===== config.mk =====
export PLATFORM = sky130hd
export DESIGN_NAME = usart_regfront
export DESIGN_NICKNAME = d
export VERILOG_FILES = /design/src/rtl/usart_rf_pkg.sv /design/src/rtl/usart_txbuf.sv /design/src/rtl/usart_rxfifo.sv /design/src/rtl/usart_regfront.sv
export SDC_FILE = /design/constraint.sdc
export NUM_CORES = 1
export LEC_CHECK = 0
export BUFFER_PORTS_ARGS = -buffer_cell sky130_fd_sc_hd__buf_4
export CORE_MARGIN = 3
export CORE_UTILIZATION = 55
export CTS_BUF_LIST = sky130_fd_sc_hd__clkbuf_4 sky130_fd_sc_hd__clkbuf_8
export DETAILED_ROUTE_END_ITERATION = 7
export PLACE_DENSITY = 0.8
export SYNTH_ARGS = -nofsm -noshare
export SYNTH_HDL_FRONTEND = slang
export SYNTH_SLANG_ARGS = --single-unit

===== constraint.sdc =====
create_clock -name clk -period 4.53 [get_ports clk]
set_input_delay 0.2265 -clock clk [delete_from_list [all_inputs] [get_ports clk]]
set_output_delay 0.2265 -clock clk [all_outputs]
set_load 0.05 [all_outputs]

===== src/rtl/usart_rf_pkg.sv =====
package usart_rf_pkg;

    localparam int DW = 8;

    // status byte bit positions
    localparam int ST_RXC  = 7;
    localparam int ST_TXC  = 6;
    localparam int ST_DRE  = 5;
    localparam int ST_FERR = 4;
    localparam int ST_OVF  = 3;
    localparam int ST_PERR = 2;
    localparam int ST_BIT8 = 0;

    localparam logic ADDR_DATA = 1'b0;
    localparam logic ADDR_STAT = 1'b1;

    typedef enum logic [1:0] {
        CSZ_5 = 2'd0,
        CSZ_6 = 2'd1,
        CSZ_7 = 2'd2,
        CSZ_8 = 2'd3
    } char_sz_e;

    typedef struct packed {
        logic [DW-1:0] data;
        logic          ferr;
        logic          perr;
        logic          bit8;
    } rx_entry_t;

    function automatic logic [DW-1:0] char_mask(logic [1:0] code);
        case (char_sz_e'(code))
            CSZ_5:   return 8'h1F;
            CSZ_6:   return 8'h3F;
            CSZ_7:   return 8'h7F;
            default: return 8'hFF;
        endcase
    endfunction

endpackage


===== src/rtl/usart_txbuf.sv =====
module usart_txbuf
    import usart_rf_pkg::*;
(
    input  logic          clk,
    input  logic          rst,
    input  logic          wr_en,
    input  logic [DW-1:0] wr_data,
    input  logic [1:0]    char_sz,
    input  logic          tx_en,
    input  logic          sr_empty,
    input  logic          sr_done,
    input  logic          txc_clr,
    output logic          sr_load,
    output logic          buf_full,
    output logic [DW-1:0] buf_data,
    output logic          txc
);

    assign sr_load = buf_full && tx_en && sr_empty;

    always_ff @(posedge clk) begin
        if (rst) begin
            buf_full <= 1'b0;
            buf_data <= '0;
        end else if (sr_load) begin
            buf_full <= 1'b0;
        end else if (wr_en && !buf_full) begin
            buf_full <= 1'b1;
            buf_data <= wr_data & char_mask(char_sz);
        end
    end

    always_ff @(posedge clk) begin
        if (rst)
            txc <= 1'b0;
        else if (sr_done && !buf_full)
            txc <= 1'b1;
        else if (txc_clr)
            txc <= 1'b0;
    end

endmodule


===== src/rtl/usart_rxfifo.sv =====
module usart_rxfifo
    import usart_rf_pkg::*;
#(
    parameter int DEPTH = 2,
    localparam int PTR_W = (DEPTH > 1) ? $clog2(DEPTH) : 1,
    localparam int CNT_W = $clog2(DEPTH + 1)
) (
    input  logic             clk,
    input  logic             rst,
    input  logic             enable,
    input  logic             push,
    input  rx_entry_t        push_entry,
    input  logic [1:0]       char_sz,
    input  logic             pop_req,
    output rx_entry_t        head,
    output logic [CNT_W-1:0] count,
    output logic             ovf
);

    localparam logic [CNT_W-1:0] FULL_CNT = CNT_W'(DEPTH);
    localparam logic [PTR_W-1:0] LAST_PTR = PTR_W'(DEPTH - 1);

    logic [PTR_W-1:0] wr_ptr, rd_ptr;
    rx_entry_t        mem_q [DEPTH];
    rx_entry_t        masked;
    logic             accept, pop, full;

    assign full   = (count == FULL_CNT);
    assign accept = enable && push && !full;
    assign pop    = pop_req && (count != '0);

    always_comb begin
        masked      = push_entry;
        masked.data = push_entry.data & char_mask(char_sz);
    end

    generate
        for (genvar g = 0; g < DEPTH; g++) begin : g_slot
            always_ff @(posedge clk) begin
                if (rst)
                    mem_q[g] <= '0;
                else if (accept && wr_ptr == PTR_W'(g))
                    mem_q[g] <= masked;
            end
        end
    endgenerate

    assign head = mem_q[rd_ptr];

    always_ff @(posedge clk) begin
        if (rst || !enable) begin
            wr_ptr <= '0;
            rd_ptr <= '0;
            count  <= '0;
            ovf    <= 1'b0;
        end else begin
            if (accept)
                wr_ptr <= (wr_ptr == LAST_PTR) ? '0 : wr_ptr + 1'b1;
            if (pop)
                rd_ptr <= (rd_ptr == LAST_PTR) ? '0 : rd_ptr + 1'b1;
            count <= count + CNT_W'(accept) - CNT_W'(pop);
            if (push && full)
                ovf <= 1'b1;
            else if (pop_req)
                ovf <= 1'b0;
        end
    end

endmodule


===== src/rtl/usart_regfront.sv =====
module usart_regfront
    import usart_rf_pkg::*;
#(
    parameter int RX_DEPTH = 2,
    parameter int ADDR_W   = 1,
    localparam int CNT_W   = $clog2(RX_DEPTH + 1)
) (
    input  logic              clk,
    input  logic              rst,
    input  logic [ADDR_W-1:0] bus_addr,
    input  logic [DW-1:0]     bus_wdata,
    input  logic              bus_we,
    input  logic              bus_re,
    output logic [DW-1:0]     bus_rdata,
    input  logic              cfg_tx_en,
    input  logic              cfg_rx_en,
    input  logic [1:0]        cfg_char_sz,
    input  logic              txsr_empty,
    input  logic              txsr_done,
    output logic              txsr_load,
    output logic [DW-1:0]     txsr_data,
    input  logic              rxd_push,
    input  logic [DW-1:0]     rxd_data,
    input  logic              rxd_ferr,
    input  logic              rxd_perr,
    input  logic              rxd_bit8
);

    logic             sel_data, sel_stat;
    logic             tx_full, txc;
    logic [DW-1:0]    tx_data;
    rx_entry_t        rx_in, rx_head, rx_shown;
    logic [CNT_W-1:0] rx_count;
    logic             rx_ovf, rx_any;
    logic [DW-1:0]    status;

    assign sel_data = (bus_addr == ADDR_W'(ADDR_DATA));
    assign sel_stat = (bus_addr == ADDR_W'(ADDR_STAT));

    usart_txbuf u_tx (
        .clk      (clk),
        .rst      (rst),
        .wr_en    (bus_we && sel_data),
        .wr_data  (bus_wdata),
        .char_sz  (cfg_char_sz),
        .tx_en    (cfg_tx_en),
        .sr_empty (txsr_empty),
        .sr_done  (txsr_done),
        .txc_clr  (bus_we && sel_stat && bus_wdata[ST_TXC]),
        .sr_load  (txsr_load),
        .buf_full (tx_full),
        .buf_data (tx_data),
        .txc      (txc)
    );

    assign txsr_data = tx_data;

    assign rx_in = '{data: rxd_data, ferr: rxd_ferr, perr: rxd_perr, bit8: rxd_bit8};

    usart_rxfifo #(.DEPTH(RX_DEPTH)) u_rx (
        .clk        (clk),
        .rst        (rst),
        .enable     (cfg_rx_en),
        .push       (rxd_push),
        .push_entry (rx_in),
        .char_sz    (cfg_char_sz),
        .pop_req    (bus_re && sel_data),
        .head       (rx_head),
        .count      (rx_count),
        .ovf        (rx_ovf)
    );

    assign rx_any   = (rx_count != '0);
    assign rx_shown = rx_any ? rx_head : '0;

    always_comb begin
        status          = '0;
        status[ST_RXC]  = rx_any;
        status[ST_TXC]  = txc;
        status[ST_DRE]  = !tx_full;
        status[ST_FERR] = rx_shown.ferr;
        status[ST_OVF]  = rx_ovf;
        status[ST_PERR] = rx_shown.perr;
        status[ST_BIT8] = rx_shown.bit8;
    end

    assign bus_rdata = sel_stat ? status : rx_shown.data;

endmodule


==> results.md, run 1 <==
* Status: complete, no violations
* Global route overflow at 0
* Count of unique library cells instantiated by Yosys at 32
* Share of power burned in the clock network at 28.7%
* Worst hold margin at 0.126 ns
* Number of violations reported at the end of detailed-routing iteration 0 at 74
* Wire length reported by the detailed router at 3680 microns
* Category of the worst setup path capture point: output port
* Wire length of the first global-routing pass at 5820 microns
* Filler instances at 205
* Cell count of the worst reg-to-reg path at 8
* Worst R2R End: u_rx.count[1]$_SDFF_PP0_
* # diodes at 0
* Max_slew headroom at 64.5%
* Fraction of the core area covered by cells at the end of the flow at 74.7%
* IO Count at 48
* Combined area of the multi-input logic cells at 677 sq um
* Total power consumption of the routed design at 0.000678 W
* Die Ht at 61.8 microns
* Number of H-tree levels at 2
* Num Clock Sinks at 38
* Crit Path Category: reg2out
* Max-cap viol count at 0
* Internal power consumption at 0.000510 W
* Cell area after placement at 0.00206 sq mm
* Initial antenna violation count at 0
* Number of resized instances in the post-cts repair step at 0
* Commonest register cell after synthesis: sky130_fd_sc_hd__edfxtp_1
* Placeable Area at 0.00285 sq mm
* Fraction of final layout cells sized beyond drive strength 1 at 30.3%
* Area of the die at 0.00382 sq mm
* Global-route usage over all layers at 21.4%
* Min Tclk post-route at 2.10 ns
* Final std cell area, no fill at 0.00213 sq mm
* Transition time at the pin with the least slew margin at 0.526 ns
* Final slew viol count at 0
* PortBufs at 47
* Most area-consuming cells after synthesis: sky130_fd_sc_hd__edfxtp_1 (39%), sky130_fd_sc_hd__dfxtp_1 (19%), sky130_fd_sc_hd__and2_1 (6.2%)
* Register-to-register setup slack at 2.68 ns
* Starting Density at 60.1%
* Cell area after synthesis at 0.00171 sq mm
* Number of flops mapped to enable cells by yosys at 22
* Detail Placement HPWL at 2720 microns
* Post-synthesis cell type with the largest combined area: sky130_fd_sc_hd__edfxtp_1
* Worst min-delay path class: in2reg
* Average cell area after synthesis at 11.3 sq um
* Area share of the largest cell type after synthesis at 38.5%
* Instance count of the mapped netlist at 152
* Final Net Count at 233
* Warning count from the yosys run at 0
* Clock latency reported for the late side of the worst-skew pair at 0.34 ns
* Final clock period utilization by the worst path at 46.4%
* Post-synth ARST share at 0%
* DR pass1 iterations at 4
* Via-to-Cell Ratio at 5.64
* Sequential fraction of design power at 57.3%
* Maximum clock path buffer count at 2
* Chip width at 61.8 microns
* Leakage power at 0.888 nW
* Portion of the post-synthesis area used by sequential elements at 57.2%
* Total area of sequential cells at 981 sq um
* Area added between synthesis and finish at 24.3%
* Count of antenna-violating nets left after detailed routing at 0
* RD Place Congestion at 0.740
* Startpoint of the most critical register-to-register path: u_rx.count[1]$_SDFF_PP0_
* Hold worst-path end: u_tx.buf_data[4]$_SDFFE_PP0P_
* CTS tree: done
* TritonCTS Buffers at 5
* Synthesized netlist net count at 185
* CP Launch Type: register
* Clk pin slew, worst setup/hold paths at 0.11 ns
* Number of buffers added for setup after CTS at 0
* Sw frac at 24.8%
* CP Data Required Time at 4.30 ns
* RSZ-0062 raised after global routing: no
* Post-route DRC at 0
* Number of stages on the worst hold path at 3
* Register bit total from synthesis at 38
* Post-route clock skew at 0.00624 ns
* Min-Delay Startpoint: bus_wdata[4]
* Std cell rows at 19
* Highest Clock Rate at 0.476 GHz
* Final hold violation count at 0
* Data arrival time of the critical path at 1.87 ns
* Vias in the first global route at 1,255
* Switching power of the nets at 0.000168 W
* Final-layout setup total negative slack at 0 ns
* Clock root buffer master: sky130_fd_sc_hd__clkbuf_4
* Maximum fanout count along the critical path at 8
* Largest net degree at the start of global routing at 15
* Final count of negative-setup-slack endpoints at 0
* Hold-fix buffer count after cts at 0
* VDD IR-drop max at 0.000241 V
* Ratio of total power to cell area at 318 mW/mm^2
* Via count at 1,309
* Wirelength per Cell at 15.8 microns
* Share of power burned in combinational logic at 14.0%
flip-flops by register name, summed over array words and instances, names as in the netlist, named ones only:
signal,cells
u_rx.ovf,1
u_tx.buf_data,8
u_rx.rd_ptr,1
u_rx.mem_q,22
u_rx.wr_ptr,1
u_rx.count,2
u_tx.buf_full,1
u_tx.txc,1
layout by cell type, fill, tap and decap left out:
cell type                  netlist  final
sky130_fd_sc_hd__nand2_1        16     16
sky130_fd_sc_hd__dfxtp_1        16     16
sky130_fd_sc_hd__a21oi_1        13     13
sky130_fd_sc_hd__clkbuf_4        0      7
sky130_fd_sc_hd__clkbuf_8        0      1
sky130_fd_sc_hd__inv_1           4      4
sky130_fd_sc_hd__nand2b_4        1      1
sky130_fd_sc_hd__and2_1         17     17
sky130_fd_sc_hd__nor3_1          1      1
sky130_fd_sc_hd__nand3_1         3      3
sky130_fd_sc_hd__buf_4           0     47
sky130_fd_sc_hd__and3_1          4      4
sky130_fd_sc_hd__nor2_1         10     10
sky130_fd_sc_hd__nor2b_1         5      5
sky130_fd_sc_hd__or3_1           1      1
sky130_fd_sc_hd__nand2b_1        2      2
sky130_fd_sc_hd__mux4_2          3      3
sky130_fd_sc_hd__xnor2_1         1      1
sky130_fd_sc_hd__o211ai_1        1      1
sky130_fd_sc_hd__nor2b_2         1      1
sky130_fd_sc_hd__mux2i_1         5      5
sky130_fd_sc_hd__nand4_1         3      3
sky130_fd_sc_hd__edfxtp_1       22     22
sky130_fd_sc_hd__nor3b_4         1      1
sky130_fd_sc_hd__a22oi_1         1      1
sky130_fd_sc_hd__and4_1          2      2
sky130_fd_sc_hd__or3b_1          1      1
sky130_fd_sc_hd__o22ai_1         1      1
sky130_fd_sc_hd__xor2_1          1      1
sky130_fd_sc_hd__ha_1            2      2
sky130_fd_sc_hd__o21ai_0         6      6
sky130_fd_sc_hd__a21o_1          2      2
logic make-up after synthesis:
group	synth area share [%]
and+or+nand+nor	22.5
DFF	57.2
AOI/OAI and AO/OA	7.66
buffers and inverters	3.28
muxes	6.86
xor gates and xnor gates	1.02
adders and majority gates	1.46
stage by stage:
step,setup slack (ns),std cells
6_report,2.43,232
5_1_grt,2.37,232
4_1_cts,2.42,232
3_5_place_dp,2.71,224
3_3_place_gp,2.80,224
2_1_floorplan,2.60,152
final cells by class:
type	instances	share of cell area (%)
tap	31	1.82
timing repair buffer	47	16.6
clock buffer	8	3.11
sequential	38	46.0
multi-input combinational	104	31.8
inverter	4	0.705
power by group through the flow:
stage               registers [W]  clock network [W]  logic [W]
floorplan                0.000404                  0  0.0000460
global placement         0.000396                  0  0.0000920
detailed placement       0.000397                  0  0.0000948
CTS                      0.000389           0.000196  0.0000952
global route             0.000391           0.000207   0.000103
finish                   0.000389           0.000194  0.0000950
cells in the mapped netlist (3+ instances only):
cell type,n
sky130_fd_sc_hd__edfxtp_1,22
sky130_fd_sc_hd__and2_1,17
sky130_fd_sc_hd__dfxtp_1,16
sky130_fd_sc_hd__nand2_1,16
sky130_fd_sc_hd__a21oi_1,13
sky130_fd_sc_hd__nor2_1,10
sky130_fd_sc_hd__o21ai_0,6
sky130_fd_sc_hd__mux2i_1,5
sky130_fd_sc_hd__nor2b_1,5
sky130_fd_sc_hd__and3_1,4
sky130_fd_sc_hd__inv_1,4
sky130_fd_sc_hd__buf_2,3
sky130_fd_sc_hd__mux4_2,3
sky130_fd_sc_hd__nand3_1,3
sky130_fd_sc_hd__nand4_1,3
worst max-delay path by stage:
stage	startpoint	to	slack [ns]	cells after the start
after global placement	register	bus_rdata[4]	2.80	3
after CTS	register	bus_rdata[0]	2.42	3
after detailed placement	u_rx.count[1]$_SDFF_PP0_	u_rx.count[1]$_SDFF_PP0_	2.71	8
after floorplan	bus_addr	bus_rdata[3]	2.60	4
final	register	bus_rdata[0]	2.43	3
after global routing	register	bus_rdata[4]	2.37	3
critical path, stage by stage (launching register included):
cell                      delay [ns]
sky130_fd_sc_hd__dfxtp_1        0.63
sky130_fd_sc_hd__mux4_2         0.55
sky130_fd_sc_hd__nor2b_1        0.15
sky130_fd_sc_hd__buf_4          0.21
per-layer routing:
layer / part of all wire, % / global-route usage, % / up-vias
met5: 0 / 0 / -
met4: 2.0 / 8.79 / 0
met2: 52 / 35.3 / 42
met1: 41 / 27.6 / 626
met3: 4.9 / 4.55 / 9
li1: - / - / 632
Note: power is estimated with default switching activity, not from simulation.
==> run 2, diff against run 1 <==
Settings changed: CORE_UTILIZATION 55 to 53, PLACE_DENSITY 0.8 to 0.77.
Clock period 4.53 ns to 2.1 ns, I/O delays scaled along.
==> results.md, run 2 (same netlist as run 1, synthesis figures left out) <==
* Status: complete, no violations
* Worst hold margin at 0.00745 ns (-0.118 ns)
* Maximum fanout count along the critical path at 7 (-1)
* Num Clock Sinks at 38 (unchanged)
* Wire length of the first global-routing pass at 6130 microns (+5.5%)
* Clock latency reported for the late side of the worst-skew pair at 0.35 ns (about the same)
* Worst setup slack before clock tree synthesis at 0.280 ns (-2.43 ns)
* Worst path slowest cell: sky130_fd_sc_hd__dfxtp_1
* Fraction of the core area covered by cells at the end of the flow at 70.9% (-3.8 points)
* Global-route usage over all layers at 20.2% (-1.2 points)
* Routed length on met3 at 165 microns (-7.8%)
* CP Data Required Time at 2.35 ns (-1.95 ns)
* Transition time at the pin with the least slew margin at 0.478 ns (-0.0481 ns)
* Final clock period utilization by the worst path at 87.6%
* Number of flip-flops under the largest register name at 22 (unchanged)
* Crit Path Category: reg2reg
* Die Ht at 62.9 microns (+1.7%)
* Startpoint of the most critical register-to-register path: u_rx.count[1]$_SDFF_PP0_
* Critical path, cell by cell: nor2_1 > nor2_1 > ha_1 > inv_1 > ha_1 > xor2_1 > xnor2_1 > nor2_1
* Final-layout setup total negative slack at 0 ns (unchanged)
* Most repeated library cell on the critical path: sky130_fd_sc_hd__nor2_1
* Final count of negative-setup-slack endpoints at 0 (unchanged)
* Via count at 1,293 (-1.2%)
* Number of H-tree levels at 2 (unchanged)
* Post-route clock skew at 0.00978 ns (+0.00354 ns)
* Critical Path Source: u_rx.count[1]$_SDFF_PP0_
* Largest registers: u_rx.mem_q x22, u_tx.buf_data x8, u_rx.count x2
* Cell class contributing the biggest share of worst-path delay: simple AND/OR/NAND/NOR gates
* Final Net Count at 238 (+2.1%)
* Wire length reported by the detailed router at 3570 microns (-2.8%)
* Clk pin slew, worst setup/hold paths at 0.10 ns (about the same)
* Vias in the first global route at 1,405 (+12%)
* Number of violations reported at the end of detailed-routing iteration 0 at 67 (-9.5%)
* Fraction of final layout cells sized beyond drive strength 1 at 30.1% (-0.25 points)
* RD Place Congestion at 0.750 (+1.3%)
* Std cell rows at 20 (+1)
* IO Count at 48 (unchanged)
* Worst min-delay path class: in2reg
* Maximum clock path buffer count at 2 (unchanged)
* Max_slew headroom at 67.8% (+3.2 points)
* Critical Path Max Stage Delay at 0.37 ns (-0.26 ns)
* CTS tree: done
* Met1 wire length at 1530 microns (+0.59%)
* Uppermost routed layer: met4
* Wirelength per Cell at 14.3 microns (-9.8%)
* RSZ-0062 raised after global routing: no
* Most used cells in the layout excluding fill and tap cells: sky130_fd_sc_hd__buf_4 (48), sky130_fd_sc_hd__edfxtp_1 (22), sky130_fd_sc_hd__and2_1 (17)
* Initial antenna violation count at 0 (unchanged)
* Number of buffers added for setup after CTS at 0 (unchanged)
* Filler instances at 241 (+18%)
* Min-Delay Startpoint: bus_wdata[0]
* Leakage power at 0.906 nW (+2.0%)
* # diodes at 0 (unchanged)
* Clock root buffer master: sky130_fd_sc_hd__clkbuf_4
* Area added between synthesis and finish at 27.4%
* Category of the worst setup path capture point: register
* Number of resized instances in the post-cts repair step at 0 (unchanged)
* CP Launch Type: register
* Starting Density at 55.7% (-4.4 points)
* Final worst-path setup slack at 0.260 ns (-2.17 ns)
* Highest Clock Rate at 0.543 GHz
* Leading cell type in the layout, fill and taps excluded: sky130_fd_sc_hd__buf_4
* DR pass1 iterations at 4 (unchanged)
* Global route overflow at 0 (unchanged)
* Final slew viol count at 0 (unchanged)
* Data arrival time of the critical path at 2.09 ns (+0.22 ns)
* VDD IR-drop max at 0.000505 V (+110%)
* Ratio of total power to cell area at 652 mW/mm^2 (+100%)
* Post-route DRC at 0 (unchanged)
* PortBufs at 47 (unchanged)
* Largest net degree at the start of global routing at 15 (unchanged)
* Max-cap viol count at 0 (unchanged)
* Placeable Area at 0.00308 sq mm (+7.9%)
* Chip width at 62.9 microns (+1.7%)
* TritonCTS Buffers at 5 (unchanged)
* Detailed route wirelength on metal2 at 1800 microns (-5.4%)
* Combined buffer and inverter count along the critical path at 1 (unchanged)
* Final hold violation count at 0 (unchanged)
* Detail Placement HPWL at 2680 microns (-1.5%)
* Count of antenna-violating nets left after detailed routing at 0 (unchanged)
* Area of the die at 0.00395 sq mm (+3.4%)
* Via-to-Cell Ratio at 5.17 (-8.3%)
* Min Tclk post-route at 1.84 ns
* Largest register by flop count: u_rx.mem_q
==> run 2: cell types whose count changed in the layout (fill, tap and decap cells not counted), sizes merged <==
cell / delta
clkbuf: -2
dlygate4sd3: +4
clkinv: +2
buf: +1
==> run 2: power breakdown <==
part,internal (W),total [W],switching [W]
sequential,0.000822,0.000838,0.0000157
clock,0.000140,0.000376,0.000236
combinational,0.0000918,0.000209,0.000117
==> run 2: final timing paths <==
| path | to | slack [ns] | cells after the start |
|---|---|---|---|
| setup reg to reg | u_rx.count[1]$_SDFF_PP0_ | 0.26 | 8 |
| setup / recovery | u_rx.count[1]$_SDFF_PP0_ | 0.26 | 8 |
| hold / removal | u_tx.buf_data[0]$_SDFFE_PP0P_ | 0.007 | 3 |
| hold reg to reg | u_tx.buf_data[5]$_SDFFE_PP0P_ | 0.46 | 2 |
==> run 2: metrics by stage <==
| step | power [W] | area, sq um | cells |
|---|---|---|---|
| 6_report | 0.00142 | 2180 | 250 |
| 2_1_floorplan | 0.000971 | 1710 | 152 |
| 4_1_cts | 0.00143 | 2180 | 250 |
| 5_1_grt | 0.00149 | 2180 | 250 |
| 3_5_place_dp | 0.00106 | 2090 | 238 |
| 3_3_place_gp | 0.00105 | 2090 | 238 |
==> run 2: worst register-to-register path, stage by stage, from the launching register on <==
cell and delay [ns]:
sky130_fd_sc_hd__dfxtp_1 0.37, sky130_fd_sc_hd__nor2_1 0.35, sky130_fd_sc_hd__nor2_1 0.11, sky130_fd_sc_hd__ha_1 0.29
sky130_fd_sc_hd__inv_1 0.04, sky130_fd_sc_hd__ha_1 0.20, sky130_fd_sc_hd__xor2_1 0.17, sky130_fd_sc_hd__xnor2_1 0.15
sky130_fd_sc_hd__nor2_1 0.06
==> run 2: metal layers <==
layer | up-vias | GRT usage (%)
li1 | 646 | -
met1 | 605 | 25.0
met2 | 33 | 31.9
met3 | 9 | 5.58
met4 | 0 | 11.0
met5 | - | 0
==> run 2: final cells by class <==
cell class | count | area (sq um) | share of cell area, %
flip-flops and latches | 38 | 981 | 44.9
multi-input cells | 104 | 677 | 31.0
repair buffers | 52 | 400 | 18.3
well taps | 44 | 55.1 | 2.52
clock buffers | 6 | 45.0 | 2.06
inverters | 4 | 15.0 | 0.688
clock inverters | 2 | 10.0 | 0.458
==> run 2: what timing repair did <==
item                                    in CTS  in global routing
endpoints found under the setup margin       0                  0
endpoints found under the hold margin        4                  0
hold buffers                                 4                  0
==> run 3, diff against run 2 <==
Settings changed: CORE_UTILIZATION 53 to 54, SYNTH_HIERARCHICAL set to 1.
==> results.md, run 3 <==
* Clock latency reported for the late side of the worst-skew pair at 0.35 ns (about the same)
* Final slew viol count at 0 (unchanged)
* Number of buffers added for setup after CTS at 0 (unchanged)
* Sequential fraction of design power at 57.7% (-1.2 points)
* Final count of negative-setup-slack endpoints at 0 (unchanged)
* Maximum clock path buffer count at 2 (unchanged)
* CTS tree: done
* Register bit total from synthesis at 38 (unchanged)
* Wirelength per Cell at 14.0 microns (-2.1%)
* Filler instances at 253 (+5.0%)
* Initial antenna violation count at 0 (unchanged)
* Combined area of the multi-input logic cells at 787 sq um (+16%)
* Final Net Count at 255 (+7.1%)
* Area share of the largest cell type after synthesis at 36.1% (-2.4 points)
* Post-route DRC at 0 (unchanged)
* Most area-consuming cells after synthesis: sky130_fd_sc_hd__edfxtp_1 (36%), sky130_fd_sc_hd__dfxtp_1 (18%), sky130_fd_sc_hd__mux2_2 (6.8%)
* Internal power consumption at 0.00108 W (+2.3%)
* Number of H-tree levels at 2 (unchanged)
* Vias in the first global route at 1,407 (+0.14%)
* Average cell area after synthesis at 10.8 sq um (-4.6%)
* Data arrival time of the critical path at 1.78 ns (-0.31 ns)
* Worst hold margin at 0.0200 ns (+0.0125 ns)
* Cell class contributing the biggest share of worst-path delay: flip-flops
* Layer carrying the most global-route usage: met2
* PortBufs at 47 (unchanged)
* Placeable Area at 0.00315 sq mm (+2.4%)
* Final-layout setup total negative slack at 0 ns (unchanged)
* Share of power burned in combinational logic at 14.6% (about the same)
* Ratio of total power to cell area at 627 mW/mm^2 (-3.8%)
* Highest Clock Rate at 0.531 GHz (-2.2%)
* Transition time at the pin with the least slew margin at 0.510 ns (+0.0317 ns)
* Via count at 1,391 (+7.6%)
* Clock root buffer master: sky130_fd_sc_hd__clkbuf_4
* Number of flops mapped to enable cells by yosys at 22 (unchanged)
* Largest register by flop count: u_rx/mem_q
* Portion of the post-synthesis area used by sequential elements at 53.6% (-3.6 points)
* Synthesized netlist net count at 202 (+9.2%)
* Crit Path Category: reg2out
* Via-to-Cell Ratio at 5.19 (+0.35%)
* Worst path slowest cell: sky130_fd_sc_hd__dfxtp_1
* Final clock period utilization by the worst path at 89.6% (+2.0 points)
* Area added between synthesis and finish at 26.2%
* Category of the worst setup path capture point: output port
* DR pass1 iterations at 4 (unchanged)
* Post-synth ARST share at 0% (unchanged)
* # diodes at 0 (unchanged)
* CP Data Required Time at 2.00 ns (-0.35 ns)
* Worst min-delay path class: in2reg
* Maximum fanout count along the critical path at 11 (+4)
* Post-route clock skew at 0.00512 ns (-0.00466 ns)
* Fraction of the core area covered by cells at the end of the flow at 73.2% (+2.3 points)
* Area of the die at 0.00412 sq mm (+4.3%)
* Leading cell type in the layout, fill and taps excluded: sky130_fd_sc_hd__buf_4
* Sw frac at 25.5% (-0.40 points)
* Warning count from the yosys run at 6 (+6)
* Number of resized instances in the post-cts repair step at 0 (unchanged)
* Min Tclk post-route at 1.88 ns (+0.0422 ns)
* Most used cells in the layout excluding fill and tap cells: sky130_fd_sc_hd__buf_4 (49), sky130_fd_sc_hd__edfxtp_1 (22), sky130_fd_sc_hd__and2_1 (18)
* Most frequent cell after synthesis: sky130_fd_sc_hd__edfxtp_1
* Share of power burned in the clock network at 27.7% (+1.3 points)
* Number of violations reported at the end of detailed-routing iteration 0 at 70 (+4.5%)
* Met1 Track Usage GR at 26.8% (+1.8 points)
* Status: complete, no violations
* Combined buffer and inverter count along the critical path at 1 (unchanged)
* Most instantiated cells after synthesis: sky130_fd_sc_hd__edfxtp_1 (22), sky130_fd_sc_hd__and2_1 (18), sky130_fd_sc_hd__nand2_1 (17), sky130_fd_sc_hd__dfxtp_1 (16), sky130_fd_sc_hd__nor2_1 (13)
* Largest registers: u_rx/mem_q x22, u_tx/buf_data x8, u_rx/count x2
* Global-route usage over all layers at 20.4% (+0.17 points)
* Wire length of the first global-routing pass at 6600 microns (+7.6%)
* VDD IR-drop max at 0.000463 V (-8.4%)
* Chip width at 64.2 microns (+2.1%)
* Count of antenna-violating nets left after detailed routing at 0 (unchanged)
* Std cell rows at 20 (unchanged)
* IO Count at 48 (unchanged)
* Critical path, cell by cell: mux2_2 > o21ai_0 > mux2i_1 > buf_4
* RSZ-0062 raised after global routing: no
* Cell count after placement at 255 (+7.1%)
* Number of flip-flops under the largest register name at 22 (unchanged)
* Critical Path Max Stage Delay at 0.64 ns (+0.27 ns)
* M3 GR Usage at 6.50% (+0.93 points)
* Commonest register cell after synthesis: sky130_fd_sc_hd__edfxtp_1
* Fraction of final layout cells sized beyond drive strength 1 at 31.7% (+1.6 points)
* Wire length reported by the detailed router at 3750 microns (+4.9%)
* Max_slew headroom at 65.9% (-1.8 points)
* TritonCTS Buffers at 5 (unchanged)
* Cell Count, Final, Fillers Out at 268 (+7.2%)
* CP Launch Type: register
* Instance count of the mapped netlist at 170 (+12%)
* Post-synthesis cell type with the largest combined area: sky130_fd_sc_hd__edfxtp_1
* Hold-fix buffer count after cts at 5 (+1)
* Met2 global-route usage at 32.9% (+1.0 points)
* Die Ht at 64.2 microns (+2.1%)
* Final hold violation count at 0 (unchanged)
* Clk pin slew, worst setup/hold paths at 0.11 ns (about the same)
* Num Clock Sinks at 38 (unchanged)
* Total area of sequential cells at 981 sq um (unchanged)
* Leakage power at 0.959 nW (+5.9%)
* Global route overflow at 0 (unchanged)
* Starting Density at 58.0% (+2.3 points)
* Cell area after synthesis at 0.00183 sq mm (+6.7%)
* Detail Placement HPWL at 2730 microns (+1.8%)
* Count of unique library cells instantiated by Yosys at 33 (+3.1%)
* Largest net degree at the start of global routing at 15 (unchanged)
* Max-cap viol count at 0 (unchanged)
* RD Place Congestion at 0.752 (+0.39%)
* Switching power of the nets at 0.000370 W (+0.20%)
run 3: changes by cell type in the layout (fill, tap and decap cells not counted), moves of 2 or more:
| cell | change |
|---|---|
| sky130_fd_sc_hd__o21ai_0 | +2 |
| sky130_fd_sc_hd__mux2_2 | +11 |
| sky130_fd_sc_hd__nand2b_1 | +5 |
| sky130_fd_sc_hd__nor3_1 | +2 |
| sky130_fd_sc_hd__mux4_2 | -3 |
| sky130_fd_sc_hd__nor2_1 | +3 |
| sky130_fd_sc_hd__inv_1 | -3 |
run 3: per-layer routing:
| metal | vias to the layer above | share of wire (%) |
|---|---|---|
| li1 | 702 | - |
| met1 | 644 | 45 |
| met2 | 42 | 49 |
| met3 | 3 | 5.7 |
| met4 | 0 | 0.83 |
| met5 | - | 0 |
run 3: worst reg2reg max path, cell delays in order, from the launching register on:
cell,delay [ns]
sky130_fd_sc_hd__dfxtp_1,0.53
sky130_fd_sc_hd__nand2b_1,0.26
sky130_fd_sc_hd__a41o_1,0.51
run 3: final cells by class:
type,instances,area share [%]
clock inverter,2,0.542
inverter,1,0.163
tap,44,2.38
timing repair buffer,54,18.1
multi-input combinational,123,34.1
clock buffer,6,2.22
sequential,38,42.5
run 3: metrics by stage:
step                      cell area [sq um]  setup WS (ns)  power, W
after floorplan                        1830          0.153  0.000973
after global placement                 2190          0.565   0.00105
after detailed placement               2190          0.486   0.00106
after CTS                              2310          0.194   0.00146
after global routing                   2310         0.0723   0.00152
final                                  2310          0.217   0.00145
run 3: worst paths after layout:
path	slack [ns]	startpoint	depth (start not counted)	to
setup reg to reg	0.46	u_rx/count[0]$_SDFF_PP0_	2	u_rx/mem_q[1][8]$_SDFFCE_PN0P_
hold / removal	0.02	txsr_done	3	u_tx/txc$_SDFFE_PP0P_
hold reg to reg	0.46	u_tx/buf_data[5]$_SDFFE_PP0P_	2	u_tx/buf_data[5]$_SDFFE_PP0P_
setup / recovery	0.22	register	4	bus_rdata[5]
run 3: power by group through the flow:
stage | registers, W | logic (W) | clock network [W]
floorplan | 0.000868 | 0.000105 | 0
global placement | 0.000852 | 0.000198 | 0
detailed placement | 0.000854 | 0.000204 | 0
CTS | 0.000837 | 0.000212 | 0.000412
global route | 0.000841 | 0.000230 | 0.000451
finish | 0.000836 | 0.000211 | 0.000401
run 3: cells by family after synthesis:
family / after synthesis / synth area share, %
XOR/XNOR: 1 / 0.479
AO/OA/AOI/OAI: 25 / 8.14
multiplexers: 17 / 10.1
buffers and inverters: 9 / 3.35
AND/OR/NAND/NOR: 79 / 23.7
flip-flops: 38 / 53.6
adder cells (fa/ha/maj): 1 / 0.684
